`src/rtl/seq_pkg.sv`:
```
package seq_pkg;

    // Opcode field, bits [7:5] of the first instruction byte.
    typedef enum logic [2:0] {
        OP_HALT  = 3'd0,
        OP_CALL  = 3'd1,
        OP_JUMP  = 3'd2,
        OP_LOOP  = 3'd3,
        OP_PUSH  = 3'd4,
        OP_RET   = 3'd5,
        OP_WRITE = 3'd6,
        OP_READ  = 3'd7
    } op_e;

    typedef enum logic [2:0] {
        ST_IDLE    = 3'd0,
        ST_FETCH   = 3'd1,
        ST_DECODE  = 3'd2,
        ST_OPFETCH = 3'd3,
        ST_EXEC    = 3'd4
    } st_e;

    localparam int OP_W = 3;

endpackage

```
`src/rtl/seq_decode.sv`:
```
module seq_decode
    import seq_pkg::*;
#(
    parameter int DW   = 8,
    parameter int RA_W = 4
) (
    input  logic [DW-1:0]   ins,
    output op_e             op,
    output logic            two_byte,
    output logic [RA_W-1:0] raddr
);

    always_comb begin
        op    = op_e'(ins[DW-1 -: OP_W]);
        raddr = ins[RA_W-1:0];
        case (op)
            OP_CALL, OP_JUMP, OP_LOOP, OP_PUSH, OP_WRITE: two_byte = 1'b1;
            default:                                      two_byte = 1'b0;
        endcase
    end

endmodule

```
`src/rtl/seq_stack.sv`:
```
module seq_stack #(
    parameter int W     = 8,
    parameter int DEPTH = 8
) (
    input  logic         clk,
    input  logic         rst,
    input  logic         clear,
    input  logic         push,
    input  logic         pop,
    input  logic         set_top,
    input  logic [W-1:0] wdata,
    output logic [W-1:0] top,
    output logic         full,
    output logic         empty
);

    localparam int IDX_W = (DEPTH > 1) ? $clog2(DEPTH) : 1;
    localparam int SP_W  = $clog2(DEPTH + 1);

    logic [W-1:0]     mem_q [DEPTH];
    logic [W-1:0]     mem_d [DEPTH];
    logic [SP_W-1:0]  sp_q, sp_d;
    logic [IDX_W-1:0] wr_idx, top_idx;

    assign wr_idx  = IDX_W'(sp_q);
    assign top_idx = IDX_W'(sp_q - SP_W'(1));
    assign empty   = (sp_q == '0);
    assign full    = (sp_q == SP_W'(DEPTH));
    assign top     = empty ? '0 : mem_q[top_idx];

    always_comb begin
        mem_d = mem_q;
        sp_d  = sp_q;
        if (clear) begin
            sp_d = '0;
        end else if (push) begin
            mem_d[wr_idx] = wdata;
            sp_d          = sp_q + SP_W'(1);
        end else if (pop) begin
            sp_d = sp_q - SP_W'(1);
        end else if (set_top) begin
            mem_d[top_idx] = wdata;
        end
    end

    always_ff @(posedge clk) begin
        if (rst) begin
            sp_q <= '0;
            for (int i = 0; i < DEPTH; i++) mem_q[i] <= '0;
        end else begin
            sp_q  <= sp_d;
            mem_q <= mem_d;
        end
    end

endmodule

```
`src/rtl/seq_core.sv`:
```
module seq_core
    import seq_pkg::*;
#(
    parameter int PC_W        = 8,
    parameter int DW          = 8,
    parameter int RA_W        = 4,
    parameter int STACK_DEPTH = 8
) (
    input  logic            clk,
    input  logic            rst,
    input  logic            start,
    output logic [PC_W-1:0] pm_addr,
    input  logic [DW-1:0]   pm_rdata,
    output logic [RA_W-1:0] reg_addr,
    output logic [DW-1:0]   reg_wdata,
    output logic            reg_we,
    output logic            reg_re,
    input  logic [DW-1:0]   reg_rdata,
    output logic            done,
    output logic            err
);

    localparam int SW = (PC_W > DW) ? PC_W : DW;

    typedef struct packed {
        st_e             st;
        logic [PC_W-1:0] pc;
        op_e             op;
        logic [RA_W-1:0] ra;
        logic            done;
        logic            err;
    } core_t;

    core_t q, n;

    op_e             dec_op;
    logic            dec_two;
    logic [RA_W-1:0] dec_ra;

    logic          stk_clear, stk_push, stk_pop, stk_set;
    logic [SW-1:0] stk_wdata, stk_top;
    logic          stk_full, stk_empty;

    logic [PC_W-1:0] pc_inc;
    assign pc_inc = q.pc + PC_W'(1);

    seq_decode #(.DW(DW), .RA_W(RA_W)) u_dec (
        .ins      (pm_rdata),
        .op       (dec_op),
        .two_byte (dec_two),
        .raddr    (dec_ra)
    );

    seq_stack #(.W(SW), .DEPTH(STACK_DEPTH)) u_stk (
        .clk     (clk),
        .rst     (rst),
        .clear   (stk_clear),
        .push    (stk_push),
        .pop     (stk_pop),
        .set_top (stk_set),
        .wdata   (stk_wdata),
        .top     (stk_top),
        .full    (stk_full),
        .empty   (stk_empty)
    );

    always_comb begin
        n         = q;
        stk_clear = 1'b0;
        stk_push  = 1'b0;
        stk_pop   = 1'b0;
        stk_set   = 1'b0;
        stk_wdata = '0;
        reg_we    = 1'b0;
        reg_re    = 1'b0;
        reg_addr  = '0;
        reg_wdata = '0;

        case (q.st)
            ST_FETCH: n.st = ST_DECODE;

            ST_DECODE: begin
                n.op = dec_op;
                n.ra = dec_ra;
                if (dec_two) begin
                    n.pc = pc_inc;
                    n.st = ST_OPFETCH;
                end else begin
                    case (dec_op)
                        OP_RET: begin
                            if (stk_empty) begin
                                n.err = 1'b1;
                                n.st  = ST_IDLE;
                            end else begin
                                stk_pop = 1'b1;
                                n.pc    = PC_W'(stk_top);
                                n.st    = ST_FETCH;
                            end
                        end
                        OP_READ: begin
                            if (stk_full) begin
                                n.err = 1'b1;
                                n.st  = ST_IDLE;
                            end else begin
                                reg_re    = 1'b1;
                                reg_addr  = dec_ra;
                                stk_push  = 1'b1;
                                stk_wdata = SW'(reg_rdata);
                                n.pc      = pc_inc;
                                n.st      = ST_FETCH;
                            end
                        end
                        default: begin
                            n.done = 1'b1;
                            n.st   = ST_IDLE;
                        end
                    endcase
                end
            end

            ST_OPFETCH: n.st = ST_EXEC;

            ST_EXEC: begin
                n.pc = pc_inc;
                n.st = ST_FETCH;
                case (q.op)
                    OP_CALL: begin
                        if (stk_full) begin
                            n.err = 1'b1;
                            n.st  = ST_IDLE;
                        end else begin
                            stk_push  = 1'b1;
                            stk_wdata = SW'(pc_inc);
                            n.pc      = PC_W'(pm_rdata);
                        end
                    end
                    OP_JUMP: n.pc = PC_W'(pm_rdata);
                    OP_LOOP: begin
                        if (stk_empty) begin
                            n.err = 1'b1;
                            n.st  = ST_IDLE;
                        end else if (stk_top == '0) begin
                            stk_pop = 1'b1;
                        end else begin
                            stk_set   = 1'b1;
                            stk_wdata = stk_top - SW'(1);
                            n.pc      = PC_W'(pm_rdata);
                        end
                    end
                    OP_PUSH: begin
                        if (stk_full) begin
                            n.err = 1'b1;
                            n.st  = ST_IDLE;
                        end else begin
                            stk_push  = 1'b1;
                            stk_wdata = SW'(pm_rdata);
                        end
                    end
                    OP_WRITE: begin
                        reg_we    = 1'b1;
                        reg_addr  = q.ra;
                        reg_wdata = pm_rdata;
                    end
                    default: ;
                endcase
            end

            default: ;
        endcase

        if (start) begin
            n.st      = ST_FETCH;
            n.pc      = '0;
            n.done    = 1'b0;
            n.err     = 1'b0;
            stk_clear = 1'b1;
            reg_we    = 1'b0;
            reg_re    = 1'b0;
        end
    end

    always_ff @(posedge clk) begin
        if (rst) begin
            q.st   <= ST_IDLE;
            q.pc   <= '0;
            q.op   <= OP_HALT;
            q.ra   <= '0;
            q.done <= 1'b0;
            q.err  <= 1'b0;
        end else begin
            q <= n;
        end
    end

    assign pm_addr = q.pc;
    assign done    = q.done;
    assign err     = q.err;

endmodule

```
`config.mk`:
```
export PLATFORM = sky130hd
export DESIGN_NAME = seq_core
export DESIGN_NICKNAME = d
export VERILOG_FILES = /design/src/rtl/seq_pkg.sv /design/src/rtl/seq_decode.sv /design/src/rtl/seq_stack.sv /design/src/rtl/seq_core.sv
export SDC_FILE = /design/constraint.sdc
export NUM_CORES = 1
export LEC_CHECK = 0
export ABC_CLOCK_PERIOD_IN_PS = 12700
export BUFFER_PORTS_ARGS = -buffer_cell sky130_fd_sc_hd__buf_2
export CORE_ASPECT_RATIO = 1.4
export CORE_MARGIN = 2
export CORE_UTILIZATION = 30
export DETAILED_ROUTE_END_ITERATION = 10
export GPL_ROUTABILITY_DRIVEN = 0
export GPL_TIMING_DRIVEN = 1
export SLEW_MARGIN = 10
export SYNTH_ARGS = -nofsm -noshare
export SYNTH_HDL_FRONTEND = slang
export SYNTH_SLANG_ARGS = --single-unit
```
`constraint.sdc`:
```
create_clock -name clk -period 12.7 [get_ports clk]
set_clock_uncertainty 0.05 [all_clocks]
set_input_delay 2.54 -clock clk [delete_from_list [all_inputs] [get_ports clk]]
set_output_delay 2.54 -clock clk [all_outputs]
set_load 0.02 [all_outputs]
```
==> flow_summary.yaml <==
logic_synthesis:
  ys_seq_area_share_pct: 30.9
  yosysWarnings: 0
  syn_nets: 728
  synth_cell_types: 70
  synth-seq-cells: 88
  synth_area_um2: 5710
  synth-edff-count: 0
  async_reset_ff_share_pct: 0
  syn_area_per_cell_um2: 8.10
  synthCells: 705
  synth_ff_type: "dfxtp_1"
clock_network:
  root_buffer: "clkbuf_16"
  cts_resized: 0
  cts_tree: "built"
  postCtsHoldBufs: 0
  numCtsBuffers: 9
  cts_sinks: 88
  clk_latency_ps: 340
  cts_max_level: 3
  post_cts_buffers: 0
  max-clock-path-buffers: 2
  clk_pin_slew_ps: 70
setup_path:
  crit_path_start_kind: "input pin"
  worst_ep_required_time_ps: 10110
  path_class: "input pin to output pin"
  worstPathMaxFanout: 12
  worst_ep_arrival_time_ps: 4060
  end_kind: "output pin"
  r2r_cells: 15
timing:
  hold_viol_final: 0
  period_share_pct: 52.4
  tns_ps: 0
  setup_viol: 0
  period_minus_slack_ps: 6650
  slew_headroom_pct: 20.9
  max_slew.worst_pin.slew_ps: 1190
  fmax_mhz: 150
  rsz0062_at_grt: "no"
  whs_ps: 417
  final_max_slew_viol_count: 0
routing:
  drc: 0
  drt_wl_total_um: 17400
  vias: 5351
  wl_per_cell_um: 18.2
  final_antenna_net_count: 0
  drt-initial-drc-count: 400
  first_pass_iters: 5
  drt-vias-per-instance: 5.60
floorplanning:
  core-area_um2: 18600
  design.die.area_um2: 20200
  rows: 59
  die-width_um: 121
  die_h_um: 167
  ios: 43
  initial_core_util_pct: 30.7
final_layout:
  seqCellArea_um2: 1760
  fillers: 1991
  drive_gt1_share_pct: 16.3
  area_growth_pct: 11.1
  multiInputGateArea_um2: 3630
  fin_util_pct: 34.1
  layout_common_cells: "dfxtp_1 (88), a21oi_1 (71), nand2_1 (63)"
  final_common_cell: "dfxtp_1"
  diodes: 0
  fin_area_um2: 6340
  fin_nets: 729
power_and_ir_drop:
  peakVddDrop_uv: 53.1
  power_density_nw_per_um2: 92.2
  power.leakage_nw: 2.18
  p_total_uw: 585
place:
  place_area_um2: 6040
  io_buffers: 42
  hpwl_um: 12300
global_routing:
  grt_pass1_vias: 5085
  grt_overflow_total: 0
  gr-usage-all-layers_pct: 17.2
  antenna_found_initial: 0
  grt_pass1_wl_um: 28100
  grt_max_degree: 79
run:
  maxCapViolCount: 0
min_path:
  hold_path.class: "flop to flop"
  hold_path_depth: 2
status:
  status: "finished, final reports clean"
-- sequential cells by signal (all words and copies together) (netlist names) --
| name | flops |
|---|---|
| done | 1 |
| u_stk.mem_q | 64 |
| pm_addr | 8 |
| q | 10 |
| err | 1 |
| u_stk.sp_q | 4 |
-- report_power, final --
part	switching (mW)	total (mW)	internal (mW)
clock network	0.117	0.276	0.159
logic	0.0200	0.0296	0.00960
registers	0.00232	0.279	0.277
-- logic make-up after synthesis --
group / Yosys count / synth area share, %
compound gates: 236 / 28.8
xor+xnor: 12 / 2.10
fa+ha+maj: 4 / 0.877
buf+inv: 77 / 5.90
flops: 88 / 30.9
mux: 56 / 11.1
simple gates: 232 / 20.4
-- metal layers --
layer,vias up,share of wire [%],GRT usage (%)
met5,-,0,0
met3,37,4.3,2.08
met4,0,3.1,6.32
li1,2615,-,-
met2,194,51,30.4
met1,2505,42,21.4
-- stage by stage --
stage / worst slack, ps / cells
after floorplan: 6570 / 705
after detailed placement: 6080 / 939
after global routing: 5880 / 955
after global placement: 6090 / 939
final: 6050 / 955
after CTS: 6070 / 955
-- worst max-delay path: stages --
cell and delay (ps):
buf_2 200, and3_1 230, nand2_1 110, nor2_1 590, a22o_1 230, buf_2 160
-- cell usage after synthesis, types with 13 or more instances --
cell       n  area [um^2]
nand2b_1  26          163
nor3b_1   13         97.6
a211oi_1  40          300
a21oi_1   72          360
nor2_1    57          214
clkbuf_1  41          154
nand2_1   63          236
buf_2     14         70.1
mux2i_1   33          330
o21ai_0   32          160
dfxtp_1   88         1760
mux2_2    19          214
-- final timing paths --
kind,start,end,slack [ps]
max,pm_rdata[7],reg_addr[1],6050
min,q[3]$_SDFFE_PP0P_,q[3]$_SDFFE_PP0P_,420
max reg2reg,u_stk.sp_q[0]$_SDFFE_PP0P_,u_stk.mem_q[16]$_SDFFE_PP0P_,7070
min reg2reg,q[3]$_SDFFE_PP0P_,q[3]$_SDFFE_PP0P_,420
-- cell type report --
cell class | count | area share (%)
Multi-Input combinational cell | 540 | 57.2
Sequential cell | 88 | 27.8
Tap cell | 244 | 4.81
Timing Repair Buffer | 53 | 4.62
Clock buffer | 10 | 3.77
Clock inverter | 6 | 1.03
Inverter | 14 | 0.829
Power figures use the tool's default switching activity.
